===== src/rtl/pwrstate_pkg.sv =====
package pwrstate_pkg;

    typedef enum logic [2:0] {
        PS_ACTIVE     = 3'd0,
        PS_STOPG      = 3'd1,
        PS_SLEEP      = 3'd2,
        PS_DEEP       = 3'd3,
        PS_DEEPER     = 3'd4,
        PS_DEEPER_ENH = 3'd5,
        PS_SETTLE     = 3'd6
    } pstate_e;

    localparam logic [2:0] CSTATE_C4 = 3'd4;

    typedef struct packed {
        logic stopg_n;
        logic sleep_n;
        logic deep_n;
        logic deeper_n;
        logic cache_off;
    } ctrl_t;

    // Deep Sleep or any state below it, including the settle window
    function automatic logic is_quiesced(pstate_e s);
        return (s == PS_DEEP) || (s == PS_DEEPER) ||
               (s == PS_DEEPER_ENH) || (s == PS_SETTLE);
    endfunction

    // States in which the bus clock may be gated
    function automatic logic is_clk_gateable(pstate_e s);
        return (s == PS_DEEP) || (s == PS_DEEPER) || (s == PS_DEEPER_ENH);
    endfunction

    function automatic logic is_deeper(pstate_e s);
        return (s == PS_DEEPER) || (s == PS_DEEPER_ENH);
    endfunction

endpackage


===== src/rtl/pwrstate_settle.sv =====
module pwrstate_settle
    import pwrstate_pkg::*;
#(
    parameter int SETTLE_CYC = 750
) (
    input  logic clk,
    input  logic rst,
    input  logic start,
    input  logic running,
    output logic done
);
    localparam int CW = (SETTLE_CYC > 1) ? $clog2(SETTLE_CYC) : 1;
    localparam logic [CW-1:0] LOAD_VAL = CW'(SETTLE_CYC - 1);

    logic [CW-1:0] cnt;

    always_ff @(posedge clk) begin
        if (rst) begin
            cnt <= '0;
        end else if (start) begin
            cnt <= LOAD_VAL;
        end else if (running && cnt != '0) begin
            cnt <= cnt - 1'b1;
        end
    end

    assign done = running && (cnt == '0);

    AST_SETTLE_BOUND: assert property (@(posedge clk) disable iff (rst)
        cnt <= LOAD_VAL);

    AST_SETTLE_LOAD: assert property (@(posedge clk) disable iff (rst)
        start |=> (cnt == LOAD_VAL));

endmodule


===== src/rtl/pwrstate_fsm.sv =====
module pwrstate_fsm
    import pwrstate_pkg::*;
(
    input  logic    clk,
    input  logic    rst,
    input  ctrl_t   ctrl,
    input  logic    settle_done,
    output pstate_e state,
    output pstate_e state_nxt,
    output logic    settle_start
);
    always_comb begin
        state_nxt = state;
        case (state)
            PS_ACTIVE: begin
                if (!ctrl.stopg_n) state_nxt = PS_STOPG;
            end
            PS_STOPG: begin
                if (ctrl.stopg_n)       state_nxt = PS_ACTIVE;
                else if (!ctrl.sleep_n) state_nxt = PS_SLEEP;
            end
            PS_SLEEP: begin
                if (ctrl.sleep_n)      state_nxt = PS_STOPG;
                else if (!ctrl.deep_n) state_nxt = PS_DEEP;
            end
            PS_DEEP: begin
                if (ctrl.deep_n)
                    state_nxt = PS_SETTLE;
                else if (!ctrl.deeper_n)
                    state_nxt = ctrl.cache_off ? PS_DEEPER_ENH : PS_DEEPER;
            end
            PS_DEEPER, PS_DEEPER_ENH: begin
                if (ctrl.deeper_n) state_nxt = PS_DEEP;
            end
            PS_SETTLE: begin
                if (settle_done) state_nxt = PS_SLEEP;
            end
            default: state_nxt = PS_ACTIVE;
        endcase
    end

    assign settle_start = (state == PS_DEEP) && ctrl.deep_n;

    always_ff @(posedge clk) begin
        if (rst) state <= PS_ACTIVE;
        else     state <= state_nxt;
    end

    AST_DEEP_FROM_SLEEP: assert property (@(posedge clk) disable iff (rst)
        (state == PS_DEEP && $past(state) != PS_DEEP) |->
        ($past(state) == PS_SLEEP || is_deeper($past(state))));

    AST_DEEPER_FROM_DEEP: assert property (@(posedge clk) disable iff (rst)
        (is_deeper(state) && !is_deeper($past(state))) |->
        ($past(state) == PS_DEEP));

    AST_DEEPER_RETURN: assert property (@(posedge clk) disable iff (rst)
        (is_deeper(state) && ctrl.deeper_n) |=> (state == PS_DEEP));

    AST_SLEEP_AFTER_SETTLE: assert property (@(posedge clk) disable iff (rst)
        (state == PS_SLEEP && $past(state) == PS_SETTLE) |->
        $past(settle_done));

endmodule


===== src/rtl/pwrstate_guard.sv =====
module pwrstate_guard
    import pwrstate_pkg::*;
(
    input  logic    clk,
    input  logic    rst,
    input  pstate_e state,
    input  pstate_e state_nxt,
    input  logic    deep_n,
    input  logic    deeper_n,
    input  logic    bus_act,
    output logic    seq_err,
    output logic    bus_err
);
    logic prev_deep_n;
    logic prev_deeper_n;
    logic quiet_win;
    logic deep_fall;
    logic deeper_fall;
    logic bad_order;

    assign deep_fall   = prev_deep_n && !deep_n;
    assign deeper_fall = prev_deeper_n && !deeper_n;
    assign bad_order   = (deep_fall && state != PS_SLEEP) ||
                         (deeper_fall && state != PS_DEEP);

    always_ff @(posedge clk) begin
        if (rst) begin
            prev_deep_n   <= 1'b1;
            prev_deeper_n <= 1'b1;
            quiet_win     <= 1'b0;
            seq_err       <= 1'b0;
            bus_err       <= 1'b0;
        end else begin
            prev_deep_n   <= deep_n;
            prev_deeper_n <= deeper_n;
            if (state == PS_SLEEP && state_nxt == PS_DEEP)
                quiet_win <= 1'b1;
            else if (state_nxt == PS_STOPG)
                quiet_win <= 1'b0;
            if (bad_order)
                seq_err <= 1'b1;
            if (quiet_win && bus_act)
                bus_err <= 1'b1;
        end
    end

    AST_BUSERR_STICKY: assert property (@(posedge clk) disable iff (rst)
        bus_err |=> bus_err);

    AST_SEQERR_STICKY: assert property (@(posedge clk) disable iff (rst)
        seq_err |=> seq_err);

    AST_QUIET_IN_DEEP: assert property (@(posedge clk) disable iff (rst)
        is_quiesced(state) |-> quiet_win);

endmodule


===== src/rtl/pwrstate_outmap.sv =====
module pwrstate_outmap
    import pwrstate_pkg::*;
#(
    parameter int              PST_W          = 3,
    parameter int              VID_W          = 7,
    parameter logic [VID_W-1:0] VID_NOM       = 7'h3A,
    parameter logic [VID_W-1:0] VID_DEEPER    = 7'h22,
    parameter logic [VID_W-1:0] VID_ENH       = 7'h1C,
    parameter bit              ALLOW_CLK_STOP = 1'b1
) (
    input  logic             clk,
    input  logic             rst,
    input  pstate_e          state,
    input  logic             deep_n,
    input  logic [2:0]       core_cstate,
    input  logic [PST_W-1:0] core_pstate,
    output logic [VID_W-1:0] vid,
    output logic             snoop_ok,
    output logic             irq_ok,
    output logic             clk_stop_req,
    output logic             deeper_exit_req
);
    localparam logic [PST_W-1:0] PST_LOWEST = '1;

    always_comb begin
        case (state)
            PS_DEEPER:     vid = VID_DEEPER;
            PS_DEEPER_ENH: vid = VID_ENH;
            default:       vid = VID_NOM;
        endcase
    end

    assign snoop_ok = !is_quiesced(state);
    assign irq_ok   = !is_quiesced(state);

    assign deeper_exit_req = is_deeper(state) &&
        ((core_cstate != CSTATE_C4) || (core_pstate != PST_LOWEST));

    generate
        if (ALLOW_CLK_STOP) begin : g_gate
            always_ff @(posedge clk) begin
                if (rst) clk_stop_req <= 1'b0;
                else     clk_stop_req <= is_clk_gateable(state) && !deep_n;
            end
        end else begin : g_run
            assign clk_stop_req = 1'b0;
        end
    endgenerate

    AST_CLK_RESTART: assert property (@(posedge clk) disable iff (rst)
        $rose(deep_n) |=> !clk_stop_req);

    AST_CLK_STOP_SCOPE: assert property (@(posedge clk) disable iff (rst)
        clk_stop_req |-> !snoop_ok);

endmodule


===== src/rtl/pwrstate_seq.sv =====
module pwrstate_seq
    import pwrstate_pkg::*;
#(
    parameter int               SETTLE_CYC     = 750,
    parameter int               PST_W          = 3,
    parameter int               VID_W          = 7,
    parameter logic [VID_W-1:0] VID_NOM        = 7'h3A,
    parameter logic [VID_W-1:0] VID_DEEPER     = 7'h22,
    parameter logic [VID_W-1:0] VID_ENH        = 7'h1C,
    parameter bit               ALLOW_CLK_STOP = 1'b1
) (
    input  logic             clk,
    input  logic             rst,
    input  logic             stopg_req_n,
    input  logic             sleep_req_n,
    input  logic             deep_req_n,
    input  logic             deeper_req_n,
    input  logic             cache_off,
    input  logic             bus_act,
    input  logic [2:0]       core_cstate,
    input  logic [PST_W-1:0] core_pstate,
    output logic [2:0]       pstate,
    output logic [VID_W-1:0] vid,
    output logic             snoop_ok,
    output logic             irq_ok,
    output logic             clk_stop_req,
    output logic             deeper_exit_req,
    output logic             seq_err,
    output logic             bus_err
);
    ctrl_t   ctrl;
    pstate_e state;
    pstate_e state_nxt;
    logic    settle_start;
    logic    settle_done;

    assign ctrl = '{stopg_n:   stopg_req_n,
                    sleep_n:   sleep_req_n,
                    deep_n:    deep_req_n,
                    deeper_n:  deeper_req_n,
                    cache_off: cache_off};

    pwrstate_fsm u_fsm (
        .clk          (clk),
        .rst          (rst),
        .ctrl         (ctrl),
        .settle_done  (settle_done),
        .state        (state),
        .state_nxt    (state_nxt),
        .settle_start (settle_start)
    );

    pwrstate_settle #(.SETTLE_CYC(SETTLE_CYC)) u_settle (
        .clk     (clk),
        .rst     (rst),
        .start   (settle_start),
        .running (state == PS_SETTLE),
        .done    (settle_done)
    );

    pwrstate_guard u_guard (
        .clk       (clk),
        .rst       (rst),
        .state     (state),
        .state_nxt (state_nxt),
        .deep_n    (deep_req_n),
        .deeper_n  (deeper_req_n),
        .bus_act   (bus_act),
        .seq_err   (seq_err),
        .bus_err   (bus_err)
    );

    pwrstate_outmap #(
        .PST_W          (PST_W),
        .VID_W          (VID_W),
        .VID_NOM        (VID_NOM),
        .VID_DEEPER     (VID_DEEPER),
        .VID_ENH        (VID_ENH),
        .ALLOW_CLK_STOP (ALLOW_CLK_STOP)
    ) u_outmap (
        .clk             (clk),
        .rst             (rst),
        .state           (state),
        .deep_n          (deep_req_n),
        .core_cstate     (core_cstate),
        .core_pstate     (core_pstate),
        .vid             (vid),
        .snoop_ok        (snoop_ok),
        .irq_ok          (irq_ok),
        .clk_stop_req    (clk_stop_req),
        .deeper_exit_req (deeper_exit_req)
    );

    assign pstate = state;

    AST_RESET_ACTIVE: assert property (@(posedge clk)
        rst |=> (pstate == 3'd0 && !seq_err && !bus_err));

    AST_STOPG_PATH: assert property (@(posedge clk) disable iff (rst)
        (pstate == 3'd1 && $past(pstate) != 3'd1) |->
        ($past(pstate) == 3'd0 || $past(pstate) == 3'd2));

endmodule


===== config.mk =====
export PLATFORM = sky130hd
export DESIGN_NAME = pwrstate_seq
export DESIGN_NICKNAME = d
export VERILOG_FILES = /design/src/rtl/pwrstate_pkg.sv /design/src/rtl/pwrstate_settle.sv /design/src/rtl/pwrstate_fsm.sv /design/src/rtl/pwrstate_guard.sv /design/src/rtl/pwrstate_outmap.sv /design/src/rtl/pwrstate_seq.sv
export SDC_FILE = /design/constraint.sdc
export NUM_CORES = 1
export LEC_CHECK = 0
export BUFFER_PORTS_ARGS = -buffer_cell sky130_fd_sc_hd__buf_2
export CAP_MARGIN = 20
export CORE_ASPECT_RATIO = 1.1
export CORE_MARGIN = 4
export CORE_UTILIZATION = 45
export CTS_CLUSTER_SIZE = 40
export DETAILED_ROUTE_END_ITERATION = 10
export HOLD_SLACK_MARGIN = 0.02
export PLACE_DENSITY = 0.73
export SLEW_MARGIN = 10
export SYNTH_ARGS = -nofsm -noshare
export SYNTH_HDL_FRONTEND = slang
export SYNTH_HIERARCHICAL = 1
export SYNTH_SLANG_ARGS = --single-unit

===== constraint.sdc =====
create_clock -name clk -period 1.8 [get_ports clk]
set_input_delay 0.36 -clock clk [delete_from_list [all_inputs] [get_ports clk]]
set_output_delay 0.36 -clock clk [all_outputs]
set_load 0.02 [all_outputs]

* Word-level counts from Yosys, hierarchy flattened
Index checks and enable logic that the tools add are counted.
** Cells by class
- Add/subtract/negate cells :: 1
- Equal/unequal tests :: 12
- Muxes and demuxes :: 16
- Reductions and logical operators :: 27
** Operators with widths (number)
- 2-to-1 mux 3 bit :: 9
- 2-to-1 mux 10 bit :: 2
- one-hot mux 3 bit (6 select lines) :: 1
- one-hot mux 6 bit (2 select lines) :: 1
- logical AND 1 bit :: 11
- logical NOT 10 bit :: 1
- nonzero test 10 bit :: 1
- subtractor 10 x 1 -> 10 bit (second input constant) :: 1
- equality test 3 x 2 -> 1 bit (second input constant) :: 3
- equality test 3 bit (second input constant) :: 3
- equality test 3 x 1 -> 1 bit (second input constant) :: 2
- logical OR 1 bit :: 6
- inequality test 3 x 2 -> 1 bit (second input constant) :: 2
- inequality test 3 bit (second input constant) :: 2
- nonzero test 2 bit :: 2
- OR reduction 2 bit :: 2
- logical NOT 1 bit :: 3
- logical NOT 3 bit :: 1
- 2-to-1 mux 1 bit :: 3
** Word-level totals
- Bits in registers :: 19
- Input bits :: 14
- Logic and storage cells :: 65

* Longest topological paths before layout
- Depth in word-level cells :: 7
- Gate-level depth with buffers :: 10
- Depth with buffers taken out :: 10

* By module
Netlist, hierarchy kept.
** By module, submodules not included
- pwrstate_settle :: times used 1, cells each 62, area each 513.0 µm², sequential area each 200.2 µm²
- pwrstate_fsm :: times used 1, cells each 33, area each 260.2 µm², sequential area each 60.1 µm²
- pwrstate_guard :: times used 1, cells each 20, area each 196.4 µm², sequential area each 100.1 µm²
- pwrstate_outmap :: times used 1, cells each 18, area each 137.6 µm², sequential area each 20.0 µm²
- pwrstate_seq :: times used 1, cells each 1, area each 8.8 µm², sequential area each 0.0 µm²

* Worst setup path before layout
No wires, ideal clock.
- Kind :: reg-to-reg
- Start point :: reg u_fsm.state[1]
- End point :: reg u_settle.cnt[9]
- Library setup time :: 0.133 ns
- Arrival time :: 1.963 ns
- Required time :: 1.667 ns
- Path slack :: -0.296 ns
- Stages on the path, launching flop included :: 6
- Path buffers :: 0
- Period minus slack after synthesis :: 2.096 ns
- Cells stage by stage :: dfxtp_1 -> and3b_1 -> or4b_4 -> or3_4 -> o31ai_1 -> a31oi_1
** Between the ends
- Cells in the longest elaborated chain, start to end :: 3
- Elaborated cells between the ends (all ways) :: 6
** Ends and longest elaborated chain
- from (decl) :: RTL line pwrstate_fsm.sv:8 : output pstate_e state,
- from (signal assigned) :: RTL line pwrstate_fsm.sv:46 : else state <= state_nxt;
- equality test 3 x 2 -> 1 bit / equality test 3 bit (equally long branches) :: RTL line pwrstate_fsm.sv:42, pwrstate_seq.sv:57
- logical AND 1 bit (on tied branches) :: RTL line pwrstate_fsm.sv:42, pwrstate_settle.sv:22
- 2-to-1 mux 10 bit / nonzero test 2 bit (equally long branches)
- to (signal assigned) :: RTL line pwrstate_settle.sv:23 : cnt <= cnt - 1'b1;
- to (decl) :: RTL line pwrstate_settle.sv:15 : logic [CW-1:0] cnt;
Several ways; a longest one is shown, not always the timed one.
A chain may end at the register's enable or synchronous reset.

* Final worst setup path
- Start point :: reg u_fsm.state[0]
- End point :: reg u_settle.cnt[9]
Same word-level chain as after synthesis.

==> key figures <==
Worst setup path
  • Top Family by Delay on Critical Path: simple AND/OR/NAND/NOR gates
  • Startpoint Class: flop
  • Critical path's slowest cell: or4b_4
  • CP Capture Type: flop
  • Worst path max stage delay: between 0.4 and 0.5 ns
  • Crit Path Class: flop to flop
  • CP max FO: 3
  • Crit-path cells: and3b_2 -> or4b_4 -> or3_4 -> o31ai_4 -> a31oi_1
  • Crit path buf inv count: 0
  • Arr. time, crit path: slightly above 2 ns
  • Data required, critical path: about 2 ns

Clock tree
  • Worst skew pair latency: about 0.3 ns
  • H-tree depth: 1
  • Root Buffer Master: clkbuf_4
  • # hold bufs at CTS: 0
  • Clk slew on worst S/H paths: between 0.1 and 0.15 ns
  • Clock net sink count: 19
  • CTS max path bufs: 2
  • CTS Buf Count: 3
  • CTS tree: done

Power and ir drop
  • Switching Share: 0.3001
  • Peak supply drop: between 0.6 and 0.7 mV
  • P_int: 0.5932 mW
  • Sequential Power Share: 0.519
  • Pleak: 0.5993 nW
  • Power Density: slightly below 600 nW/um^2
  • P_sw: 0.2543 mW
  • Gate power share: 0.218
  • Clock power frac: 0.263

Timing
  • Final Hold Violating Endpoints: 0
  • Worst clock skew: 0.003360 ns
  • Sum Neg Setup Slack: -0.1159 ns
  • Fmax: roughly 540 MHz
  • Fin crit share: 1.027
  • Final Max Slew Viols: 0
  • Fin Hold WS: around 0.30 ns
  • RSZ-0062 raised after global routing: true
  • Tmin final: between 1.5 and 2 ns
  • PnR worst setup slack: -0.04838 ns
  • # setup viols final: 4

Yosys
  • FF+latch count, synth: 19
  • Synth top cells by count: dfxtp_1 (19), nor2_1 (14), a21oi_1 (10), inv_1 (9)
  • YS warnings: 6
  • Cell taking the most area after synthesis: dfxtp_1
  • Synthesized cell area: about 1100 um^2
  • Post-synth EDFFs: 0
  • Main synth FF type: dfxtp_1
  • Async SR Flop Fraction: 0
  • Most common cell in the netlist: dfxtp_1
  • Yosys cell types: 50
  • Syn Inst Count: 134
  • Synth top area cells: dfxtp_1 (34%), nor2_1 (4.7%), a21oi_1 (4.5%)
  • Synth top area share: 0.3408
  • Seq/Total Area, Yosys: 0.3408
  • Avg Inst Size Synth: about 8.3 um^2

Floorplanning
  • Die Area: between 3000 and 4000 um^2
  • Die height: 60.23 um
  • Initial Util: 0.4858
  • I/O pin total: 30
  • Die width: about 55 um
  • # rows: 18
  • Placeable Area: roughly 2300 um^2

Outcome
  • Violated checks: negative setup slack
  • Outcome: finished, violations left

Drt
  • Pre-antenna DRT Iters: 4
  • Routed Antenna Nets: 0
  • Via Count: around 1100
  • Remaining DRCs: 0
  • DR iter-0 viols: 17
  • WL/cell: roughly 13 um
  • Final wirelength: 2687 um
  • Vias per inst: around 5.5

Final layout
  • Layout cell share with drive strength beyond 1: 0.4118
  • Post-Layout Cell Count: 200
  • ANT cells: 0
  • Nets: about 190
  • Area Growth Syn to Fin: 28.59%
  • Layout fillers: about 210

Global route
  • Largest net degree at the start of global routing: 21
  • All-Layer GR Usage: 0.1604
  • Total congestion overflow: 0
  • Antenna violations before repair: 0
  • Number of global-route vias before repair: about 1000
  • First-pass GRT wire length: between 4000 and 5000 um

Hold path
  • Type of the worst min-delay path: input pin to flop

Job
  • Max-Cap Viols: 0

Placement
  • Dpl ws: -0.05644 ns
  • Placer Congestion: between 0.9 and 1
  • Final HPWL DP: just under 2000 um
  • Port-buffer cells: 27
  • Placed cells: between 150 and 200
==> registers in the layout, indices dropped and copies added, names as in the netlist <==
| register | flops |
|---|---|
| u_fsm/state | 3 |
| u_guard/bus_err | 1 |
| u_guard/prev_deep_n | 1 |
| u_guard/prev_deeper_n | 1 |
| u_guard/quiet_win | 1 |
| u_guard/seq_err | 1 |
| u_outmap/clk_stop_req | 1 |
| u_settle/cnt | 10 |
==> through the flow <==
step	instance area, um^2	total power, mW	utilization
finish	1435	0.8475	0.6247
global route	1435	0.8849	0.6247
CTS	1366	0.8463	0.5948
detailed placement	1329	0.6248	0.5784
global placement	1329	0.6189	0.5784
floorplan	1137	0.5683	-
==> path summary, 6_finish.rpt <==
path	startpoint	end	slack [ns]	cells past startpoint
setup / recovery	u_fsm/state[0]$_SDFF_PP0_	u_settle/cnt[9]$_SDFFE_PP0P_	-0.05	5
hold / removal	bus_act	u_guard/bus_err$_SDFFE_PP0P_	0.30	3
setup reg to reg	u_fsm/state[0]$_SDFF_PP0_	u_settle/cnt[9]$_SDFFE_PP0P_	-0.05	5
hold reg to reg	u_guard/prev_deeper_n$_SDFF_PP1_	u_guard/seq_err$_SDFFE_PP0P_	0.48	2
==> logic make-up after synthesis <==
logic type	count (synthesis)	share of synthesized area
simple gates	61	0.3453
mux	1	0.008969
buf+inv	18	0.08408
fa+ha+maj	1	0.01121
other cells	1	0.003360
flops	19	0.3408
compound gates	33	0.2063
==> power groups by stage <==
stage               clock [mW]  combinational [mW]  sequential [mW]
finish                   0.223               0.185            0.440
global route             0.241               0.202            0.442
CTS                      0.230               0.177            0.439
detailed placement           0               0.176            0.449
global placement             0               0.171            0.448
floorplan                    0               0.101            0.468
==> timing repair <==
action | in CTS | in global routing
buffers inserted | 0 | 2
pin swaps | 1 | 2
setup endpoints to repair | 3 | 6
gates resized for setup | 2 | 10
hold endpoints to repair | 0 | 0
==> layer usage <==
| metal | up-vias | part of all wire | GRT usage | routed length (um) |
|---|---|---|---|---|
| met5 | - | 0 | 0 | 0 |
| met4 | 0 | 0.0048 | 0.04861 | 13 |
| met3 | 2 | 0.034 | 0.03888 | 92 |
| met2 | 16 | 0.56 | 0.3345 | 1510 |
| met1 | 532 | 0.40 | 0.1545 | 1071 |
| li1 | 556 | - | - | - |
==> layout by cell type, fill, tap and decap left out, drive strengths merged, types with 3 or more instances in the layout <==
cell | netlist | routed
clkbuf | 2 | 3
inv | 10 | 10
nand2b | 5 | 5
dfxtp | 19 | 19
a31oi | 5 | 5
buf | 6 | 39
nor2b | 3 | 3
a21oi | 11 | 11
nor2 | 14 | 14
nand2 | 6 | 6
or3 | 3 | 3
nor3 | 7 | 7
nand4 | 3 | 3
nor3b | 4 | 4
==> worst reg2reg max path: stages, from the launching register on <==
cell	delay (ns)
dfxtp_4	0.36
and3b_2	0.23
or4b_4	0.47
or3_4	0.38
o31ai_4	0.18
a31oi_1	0.11
==> layout make-up <==
cell class              instances  area [um^2]  area share
multi-input cells              98        713.2      0.4969
flip-flops and latches         19        391.6      0.2729
repair buffers                 39        225.2      0.1569
inverters                      10        37.54     0.02616
well taps                      30        37.54     0.02616
clock buffers                   3        22.52     0.01569
clock inverters                 1        7.507    0.005231
Power figures use the tool's default switching activity.
